==> config.mk <==
export PLATFORM = sky130hd
export DESIGN_NAME = flash_byte_bridge
export DESIGN_NICKNAME = d
export VERILOG_FILES = /design/src/rtl/flash_bridge_pkg.sv /design/src/rtl/phi_edge_sync.sv /design/src/rtl/flash_read_seq.sv /design/src/rtl/byte_lane_pick.sv /design/src/rtl/flash_byte_bridge.sv
export SDC_FILE = /design/constraint.sdc
export NUM_CORES = 1
export LEC_CHECK = 0
export BUFFER_PORTS_ARGS = -buffer_cell sky130_fd_sc_hd__buf_4
export CORE_ASPECT_RATIO = 2
export CORE_MARGIN = 5
export CORE_UTILIZATION = 51
export CTS_BUF_LIST = sky130_fd_sc_hd__clkbuf_8 sky130_fd_sc_hd__clkbuf_16
export DETAILED_ROUTE_END_ITERATION = 6
export GPL_TIMING_DRIVEN = 0
export PLACE_DENSITY = 0.85
export SLEW_MARGIN = 10
export SYNTH_ARGS = -nofsm -noshare
export SYNTH_HDL_FRONTEND = slang
export SYNTH_SLANG_ARGS = --single-unit
==> constraint.sdc <==
create_clock -name clk -period 2 [get_ports clk]
set_input_delay 0.2 -clock clk [delete_from_list [all_inputs] [get_ports clk]]
set_output_delay 0.2 -clock clk [all_outputs]
set_load 0.01 [all_outputs]
==> src/rtl/flash_bridge_pkg.sv <==
// Shared types and constants for the flash byte read bridge.
// Assumes a 32-bit flash word and an 8-bit host data bus.
package flash_bridge_pkg;
    localparam int unsigned HOST_DW  = 8;
    localparam int unsigned FLASH_DW = 32;
    localparam int unsigned N_LANES  = FLASH_DW / HOST_DW;
    localparam int unsigned LANE_W   = $clog2(N_LANES);

    typedef enum logic [1:0] {
        SEQ_IDLE = 2'd0,
        SEQ_REQ  = 2'd1,
        SEQ_WAIT = 2'd2,
        SEQ_HOLD = 2'd3
    } seq_state_t;
endpackage

==> src/rtl/phi_edge_sync.sv <==
// Brings the asynchronous host clock into the fast domain through a
// STAGES-deep flop chain, then reports one-cycle rise and fall strobes.
// Assumes the host clock is much slower than clk (high and low for several cycles).
module phi_edge_sync #(
    parameter int unsigned STAGES = 2
) (
    input  logic clk,
    input  logic rst_n,
    input  logic phi_async,
    output logic phi_level,
    output logic phi_rise,
    output logic phi_fall
);
    localparam int unsigned CHAIN = STAGES + 1;

    logic [CHAIN-1:0] chain_q;

    // Shift the host clock through the synchronizer plus one history stage.
    always_ff @(posedge clk) begin
        if (!rst_n) begin
            chain_q <= '0;
        end else begin
            chain_q <= {chain_q[CHAIN-2:0], phi_async};
        end
    end

    // Current synchronized level and edges against the previous sample.
    always_comb begin
        phi_level = chain_q[STAGES-1];
        phi_rise  = chain_q[STAGES-1] & ~chain_q[STAGES];
        phi_fall  = ~chain_q[STAGES-1] & chain_q[STAGES];
    end
endmodule

==> src/rtl/flash_read_seq.sv <==
// Read sequencer: on a qualifying host clock rise, latches the byte
// address and pulses a word request. It waits a fixed LAT cycles, captures the
// word and enables the bus until the host clock falls. It accepts no new
// request while one is outstanding. Assumes the flash returns data exactly
// LAT edges after the edge that sampled the request.
module flash_read_seq
    import flash_bridge_pkg::*;
#(
    parameter int unsigned ADDR_W = 12,
    parameter int unsigned LAT    = 4
) (
    input  logic                clk,
    input  logic                rst_n,
    input  logic                phi_rise,
    input  logic                phi_fall,
    input  logic [ADDR_W-1:0]   host_addr,
    input  logic                host_rnw,
    input  logic                host_cs,
    input  logic [FLASH_DW-1:0] flash_rdata,
    output logic                flash_rd_req,
    output logic [ADDR_W-3:0]   flash_word_addr,
    output logic [LANE_W-1:0]   lane_sel,
    output logic [FLASH_DW-1:0] word_q,
    output logic                bus_oe
);
    localparam int unsigned CNT_W = $clog2(LAT + 1);
    localparam logic [CNT_W-1:0] CNT_LAST = CNT_W'(LAT - 1);

    seq_state_t        state_q;
    logic [CNT_W-1:0]  wait_cnt_q;
    logic              abort_q;
    logic [ADDR_W-1:0] addr_q;

    // Main sequencer: request, fixed-latency wait, hold until the host clock falls.
    always_ff @(posedge clk) begin
        if (!rst_n) begin
            state_q      <= SEQ_IDLE;
            wait_cnt_q   <= '0;
            abort_q      <= 1'b0;
            addr_q       <= '0;
            word_q       <= '0;
            flash_rd_req <= 1'b0;
            bus_oe       <= 1'b0;
        end else begin
            flash_rd_req <= 1'b0;
            case (state_q)
                SEQ_IDLE: begin
                    if (phi_rise && host_cs && host_rnw) begin
                        addr_q       <= host_addr;
                        flash_rd_req <= 1'b1;
                        abort_q      <= 1'b0;
                        state_q      <= SEQ_REQ;
                    end
                end
                SEQ_REQ: begin
                    wait_cnt_q <= '0;
                    if (phi_fall) abort_q <= 1'b1;
                    state_q <= SEQ_WAIT;
                end
                SEQ_WAIT: begin
                    if (phi_fall) abort_q <= 1'b1;
                    if (wait_cnt_q == CNT_LAST) begin
                        word_q <= flash_rdata;
                        if (abort_q || phi_fall) begin
                            state_q <= SEQ_IDLE;
                        end else begin
                            bus_oe  <= 1'b1;
                            state_q <= SEQ_HOLD;
                        end
                    end else begin
                        wait_cnt_q <= wait_cnt_q + 1'b1;
                    end
                end
                SEQ_HOLD: begin
                    if (phi_fall) begin
                        bus_oe  <= 1'b0;
                        state_q <= SEQ_IDLE;
                    end
                end
                default: state_q <= SEQ_IDLE;
            endcase
        end
    end

    // Word address and lane come from the latched byte address.
    always_comb begin
        flash_word_addr = addr_q[ADDR_W-1:2];
        lane_sel        = addr_q[LANE_W-1:0];
    end
endmodule

==> src/rtl/byte_lane_pick.sv <==
// Splits a flash word into host-width lanes (lane 0 = least significant)
// and returns the lane chosen by the select input. Purely combinational.
module byte_lane_pick
    import flash_bridge_pkg::*;
(
    input  logic [FLASH_DW-1:0] word_in,
    input  logic [LANE_W-1:0]   sel,
    output logic [HOST_DW-1:0]  byte_out
);
    logic [HOST_DW-1:0] lanes [N_LANES];

    for (genvar g = 0; g < N_LANES; g++) begin : g_lane
        assign lanes[g] = word_in[g*HOST_DW +: HOST_DW];
    end

    // Select the addressed lane.
    always_comb begin
        byte_out = lanes[sel];
    end
endmodule

==> src/rtl/flash_byte_bridge.sv <==
// Top of the flash byte read bridge. Synchronizes the host clock, runs the
// fixed-latency word read sequencer and narrows the captured word to a byte.
// Assumes clk is locked at 32x the host clock and the flash latency is LAT.
module flash_byte_bridge
    import flash_bridge_pkg::*;
#(
    parameter int unsigned ADDR_W      = 12,
    parameter int unsigned LAT         = 4,
    parameter int unsigned SYNC_STAGES = 2
) (
    input  logic                clk,
    input  logic                rst_n,
    input  logic                phi2_in,
    input  logic [ADDR_W-1:0]   host_addr,
    input  logic                host_rnw,
    input  logic                host_cs,
    output logic [7:0]          data_out,
    output logic                data_oe,
    output logic                flash_rd_req,
    output logic [ADDR_W-3:0]   flash_word_addr,
    input  logic [31:0]         flash_rdata
);
    logic                phi_level;
    logic                phi_rise;
    logic                phi_fall;
    logic [LANE_W-1:0]   lane_sel;
    logic [FLASH_DW-1:0] word_q;

    phi_edge_sync #(.STAGES(SYNC_STAGES)) u_sync (
        .clk       (clk),
        .rst_n     (rst_n),
        .phi_async (phi2_in),
        .phi_level (phi_level),
        .phi_rise  (phi_rise),
        .phi_fall  (phi_fall)
    );

    flash_read_seq #(.ADDR_W(ADDR_W), .LAT(LAT)) u_seq (
        .clk             (clk),
        .rst_n           (rst_n),
        .phi_rise        (phi_rise),
        .phi_fall        (phi_fall),
        .host_addr       (host_addr),
        .host_rnw        (host_rnw),
        .host_cs         (host_cs),
        .flash_rdata     (flash_rdata),
        .flash_rd_req    (flash_rd_req),
        .flash_word_addr (flash_word_addr),
        .lane_sel        (lane_sel),
        .word_q          (word_q),
        .bus_oe          (data_oe)
    );

    byte_lane_pick u_pick (
        .word_in  (word_q),
        .sel      (lane_sel),
        .byte_out (data_out)
    );
endmodule

# Yosys cells after proc, flatten, opt, wreduce, memory -nomap -nowiden
# Cells that the tools add are included.
[totals]
register_bits = 55
latchBits = 0
ram_bits = 0
romBits = 0
wordCells = 58
memories = 0
[op_classes]
add_sub_neg = 1
mul = 0
div_mod_pow = 0
n_lt_le_gt_ge = 1
eq_ne = 10
shifts = 0
n_mux = 18
n_bitwise = 5
n_reduce_logical = 15
[ops]
columns = ["op", "count"]
rows = [
  ["$bmux W8 S2", 1],
  ["$mux W8", 2],
  ["$mux W2", 4],
  ["$ne A2 B1 Y1 const B", 4],
  ["$pmux W2 S4", 1],
  ["$reduce_and A2 Y1", 4],
  ["$mux W1", 6],
  ["$pmux W3 S2", 1],
  ["$reduce_and A3 Y1", 2],
  ["$reduce_bool A2 Y1", 3],
  ["$eq A2 B2 Y1 const B", 2],
  ["$ne A2 B2 Y1 const B", 2],
  ["$pmux W1 S2", 2],
  ["$reduce_and A4 Y1", 1],
  ["$add A3 B1 Y3 const B", 1],
  ["$eq A3 B2 Y1 const B", 1],
  ["$ge A3 B3 Y1 const B", 1],
  ["$mux W3", 1],
  ["$not A2 Y3", 1],
  ["$and A1 B1 Y1", 2],
  ["$eq A2 B1 Y1 const B", 1],
  ["$logic_and A1 B1 Y1", 2],
  ["$logic_not A2 Y1", 1],
  ["$not A1 Y1", 2],
  ["other kinds (2)", 2],
]

# Logic depth before layout (Yosys ltp)
[depth]
depth_word = 6
depth_mapped = 8

# Modules after synthesis
# A second synthesis with hierarchy kept.
[hier_totals]
hier_cells = 268
hier_area_um2 = 2575.0
[by_module_without_submodules]
columns = ["module", "n_inst", "cells_per_inst", "area_per_inst_um2"]
rows = [
  ["flash_read_seq", 1, 250, 2287.2],
  ["byte_lane_pick", 1, 10, 196.4],
  ["phi_edge_sync", 1, 8, 91.3],
]

# Worst setup path before layout
# Ideal clock, no wire load.
[synth_timing]
path_type = "reg-to-reg"
from = "register u_seq.state_q[0]"
to = "register u_seq.state_q[1]"
arrival_ns = 1.429
t_required_ns = 1.909
slack_ns = 0.480
path_stages_with_launch = 7
n_path_buf = 0
period_less_slack_ns = 1.520
path_cell_list = "dfxtp_1 inv_1 ha_1 nor2b_1 a221oi_4 a21oi_1 a311oi_1"
[synth_between]
elab_chain_len = 3
elab_cells_between_ends = 9
classes_between = "6 x eq/ne; 1 x mux; 2 x reduce/logical"
[synth_rtl]
columns = ["element", "line_no", "text"]
rows = [
  ["start: declaration", "flash_read_seq.sv:29", "seq_state_t state_q;"],
  ["start signal: assignment", "flash_read_seq.sv:37", "state_q <= SEQ_IDLE;"],
  ["start signal: assignment", "flash_read_seq.sv:52", "state_q <= SEQ_REQ;"],
  ["start signal: assignment", "flash_read_seq.sv:58", "state_q <= SEQ_WAIT;"],
  ["$eq A2 B2 Y1 / $logic_not A2 Y1 (equally long branches)", "flash_read_seq.sv:46", "case (state_q)"],
  ["$ne A2 B1 Y1 (no line)", "n/a", ""],
  ["$reduce_and A3 Y1 (no line)", "n/a", ""],
]
# Several ways; a longest one is shown, not always the timed one.
# A chain may end at the register's enable or synchronous reset.

# Final worst setup path
[layout_timing]
from = "register u_seq.addr_q[0]"
to = "output data_out[4]"
[layout_between]
elab_chain_len = 4
[layout_rtl]
columns = ["element", "line_no", "text"]
rows = [
  ["start: declaration", "flash_read_seq.sv:32", "logic [ADDR_W-1:0] addr_q;"],
  ["start signal: assignment", "flash_read_seq.sv:49", "addr_q <= host_addr;"],
  ["$not A2 Y3 (implied by the code)", "byte_lane_pick.sv:18", "byte_out = lanes[sel];"],
  ["$bmux W8 S2", "byte_lane_pick.sv:18", ""],
  ["$mux W8 (implied by the code) (2 in series)", "byte_lane_pick.sv:18", ""],
  ["end: declaration", "flash_byte_bridge.sv:17", "output logic [7:0] data_out,"],
]
# No other way between the ends. The select of a mux whose other input is x is not followed.

==> flow_metrics.py <==
metrics = {
    "yosys": {
        "synth_seq_area_share": 0.480,
        "synth.most_common_cell": "nand2_1",
        "synth.distinct_cells": 27,
        "yosys-top-cells-area": "dfxtp_1 48%, nand2_1 11%, a21oi_1 7.8%",
        "synthTopCellsByCount": "65 x nand2_1, 55 x dfxtp_1, 36 x a21oi_1, 20 x nor2_1, 12 x mux2i_1",
        "syn_inst": 247,
        "syn_area_sq_mm": 0.00230,
        "ys.flop_type": "dfxtp_1",
        "synth_top_area_frac": 0.480,
        "synthArstFlopShare": 0,
        "ys_seq_elements": 55,
        "yosysWarnings": 0,
        "yosys.area.top_type": "dfxtp_1",
        "synth_nets": 304,
        "syn_area_per_cell_sq_um": 9.30,
        "synth_edf_count": 0,
    },
    "sta": {
        "post-route-min-period_ps": 1810,
        "fin_skew_ps": 7.45,
        "fmax_mhz": 552,
        "slew_violations": 0,
        "timing.final.crit_share": 0.905,
        "setup_tns_ps": 0,
        "tightest_slew_ps": 514,
        "setup_viol": 0,
        "finalHoldViolCount": 0,
        "slew_headroom": 0.657,
        "rsz0062_at_grt": "false",
    },
    "pwr": {
        "p_leak_nw": 1.28,
        "power_density_mw_per_mm2": 704,
        "irDropWorstVdd_v": 0.000710,
    },
    "clocking": {
        "postCtsSetupBuffers": 0,
        "cts.sink_count": 55,
        "clk_path_buf_depth": 2,
        "clock-root-buffer": "clkbuf_8",
        "cts-resized-gates": 0,
        "insertion_delay_ps": 310,
        "cts_made_buffers": 5,
        "cts_tree": "built",
        "cts_htree_levels": 2,
        "cts.reportedPaths.clkPinSlew_ps": 90,
        "cts_hold_buffers": 0,
    },
    "finish": {
        "post-route-util": 0.676,
        "num-nets-final": 379,
        "area_delta_synth_final_pct": 29.0,
        "diodes": 0,
        "fill_cells": 347,
        "layout-drive-gt1-share": 0.289,
    },
    "floorplanning": {
        "placementRows": 34,
        "die_w_microns": 57.4,
        "dieArea_sq_mm": 0.00603,
        "die_h_microns": 105,
        "start_util": 0.524,
        "core_sq_mm": 0.00438,
        "ios": 69,
    },
    "detailed_routing": {
        "wl_mm": 5.53,
        "ant_nets": 0,
        "drt_iter0_markers": 49,
        "drtPass1Iterations": 5,
        "drc": 0,
        "wl_per_cell_microns": 14.7,
        "vias_per_cell": 5.24,
        "via_count": 1971,
    },
    "global_route": {
        "grt_pass1_wl_mm": 8.76,
        "grt_pass1_vias": 2005,
        "grt_overflow_total": 0,
        "grt_antenna_before_repair": 0,
        "grt_max_degree": 16,
        "grt_usage": 0.186,
    },
    "min_path": {
        "min_from": "phi2_in",
        "min_path_type": "in -> reg",
    },
    "placed_design": {
        "place.gp.congestion": 0.805,
        "hpwlAfterDp_mm": 4.32,
        "io_buffers": 68,
    },
    "setup_path": {
        "cp_slowest_stage_delay_ps": 550,
        "end_kind": "output port",
        "cp_slowest_cell": "mux4_2",
        "crit_family": "multiplexers",
        "worstPathCellList": "buf_2 -> mux4_2 -> buf_4",
        "arrival_ps": 1610,
        "crit_path_start_kind": "flip-flop",
        "crit_required_ps": 1800,
        "critPathLaunch": "u_seq.addr_q[0]$_SDFFE_PN0P_",
        "path_buf_inv": 2,
        "r2r-start": "u_seq.state_q[0]$_SDFFE_PN0P_",
        "cp_max_fo": 9,
        "path_class": "reg -> out",
    },
    "run": {
        "cap_violations": 0,
    },
    "run_status": {
        "status": "completed",
    },
}
-- placed cells by master, fill, tap and decap left out, types with 3 or more instances in the layout --
cell type / netlist / layout
buf_2: 4 / 4
clkbuf_1: 9 / 9
a21oi_1: 36 / 36
mux4_2: 8 / 8
clkbuf_8: 0 / 6
nand2_1: 65 / 65
inv_1: 5 / 5
nand2b_1: 3 / 3
mux2i_1: 12 / 12
buf_4: 0 / 68
dfxtp_1: 55 / 55
and2_1: 3 / 3
ha_1: 8 / 8
nor2_1: 20 / 20
-- power breakdown --
group | internal (mW) | leakage, nW | switching (mW) | total, mW
Clock | 0.272 | 0.0470 | 0.340 | 0.612
Sequential | 1.12 | 0.444 | 0.0295 | 1.15
Combinational | 0.166 | 0.788 | 0.155 | 0.321
-- metrics by stage --
stage / setup WS, ps / std cells / hold slack [ps] / total power, mW / area (sq um)
floorplan: 480 / 247 / 322 / 1.36 / 2300
global placement: 299 / 369 / 411 / 1.48 / 2870
detailed placement: 277 / 369 / 417 / 1.50 / 2870
CTS: 173 / 376 / 97.4 / 2.10 / 2960
global route: 95.1 / 376 / 107 / 2.17 / 2960
finish: 189 / 376 / 101 / 2.08 / 2960
-- sequential cells by signal, indices dropped and copies added (netlist names) --
signal              count
u_seq.state_q           2
u_sync.chain_q          3
u_seq.word_q           32
u_seq.addr_q           12
u_seq.flash_rd_req      1
u_seq.abort_q           1
u_seq.wait_cnt_q        3
u_seq.bus_oe            1
-- kinds of logic (layout without fill, tap and decap cells) --
| family | Yosys count | after routing | synth area share |
|---|---|---|---|
| AND/OR/NAND/NOR | 98 | 98 | 0.183 |
| AO/OA/AOI/OAI | 44 | 44 | 0.112 |
| flip-flops | 55 | 55 | 0.480 |
| multiplexers | 20 | 20 | 0.131 |
| adder cells (fa/ha/maj) | 8 | 8 | 0.0436 |
| buffers and inverters | 22 | 97 | 0.0518 |
-- per-layer routing --
| layer | vias to the layer above | GRT usage | part of all wire |
|---|---|---|---|
| li1 | 973 | - | - |
| met1 | 903 | 0.177 | 0.33 |
| met2 | 78 | 0.354 | 0.58 |
| met3 | 17 | 0.0407 | 0.061 |
| met4 | 0 | 0.0896 | 0.035 |
| met5 | - | 0 | 0 |
-- layout make-up --
cell class	instances	area, sq um	area share
Clock buffer	6	82.6	0.0279
Multi-Input combinational cell	170	1080	0.363
Tap cell	54	67.6	0.0228
Buffer	16	96.3	0.0325
Timing Repair Buffer	68	510	0.172
Inverter	6	22.5	0.00760
Sequential cell	55	1100	0.372
Clock inverter	1	5.00	0.00169
-- worst register-to-register path: stages, from the launching register on --
cell	delay, ps
dfxtp_1	440
inv_1	120
ha_1	280
nand2_1	170
clkbuf_1	400
nand2_1	120
a21oi_1	170
-- path summary, 6_finish.rpt --
| path | end | slack [ps] | cells past startpoint |
|---|---|---|---|
| worst max-delay path | data_out[4] | 190 | 3 |
| worst min-delay path | u_sync.chain_q[0]$_SDFF_PN0_ | 100 | 2 |
| worst max register to register | u_seq.word_q[23]$_SDFFE_PN0P_ | 230 | 6 |
| worst min register to register | u_sync.chain_q[1]$_SDFF_PN0_ | 440 | 1 |
(Power assumes the default switching activity.)
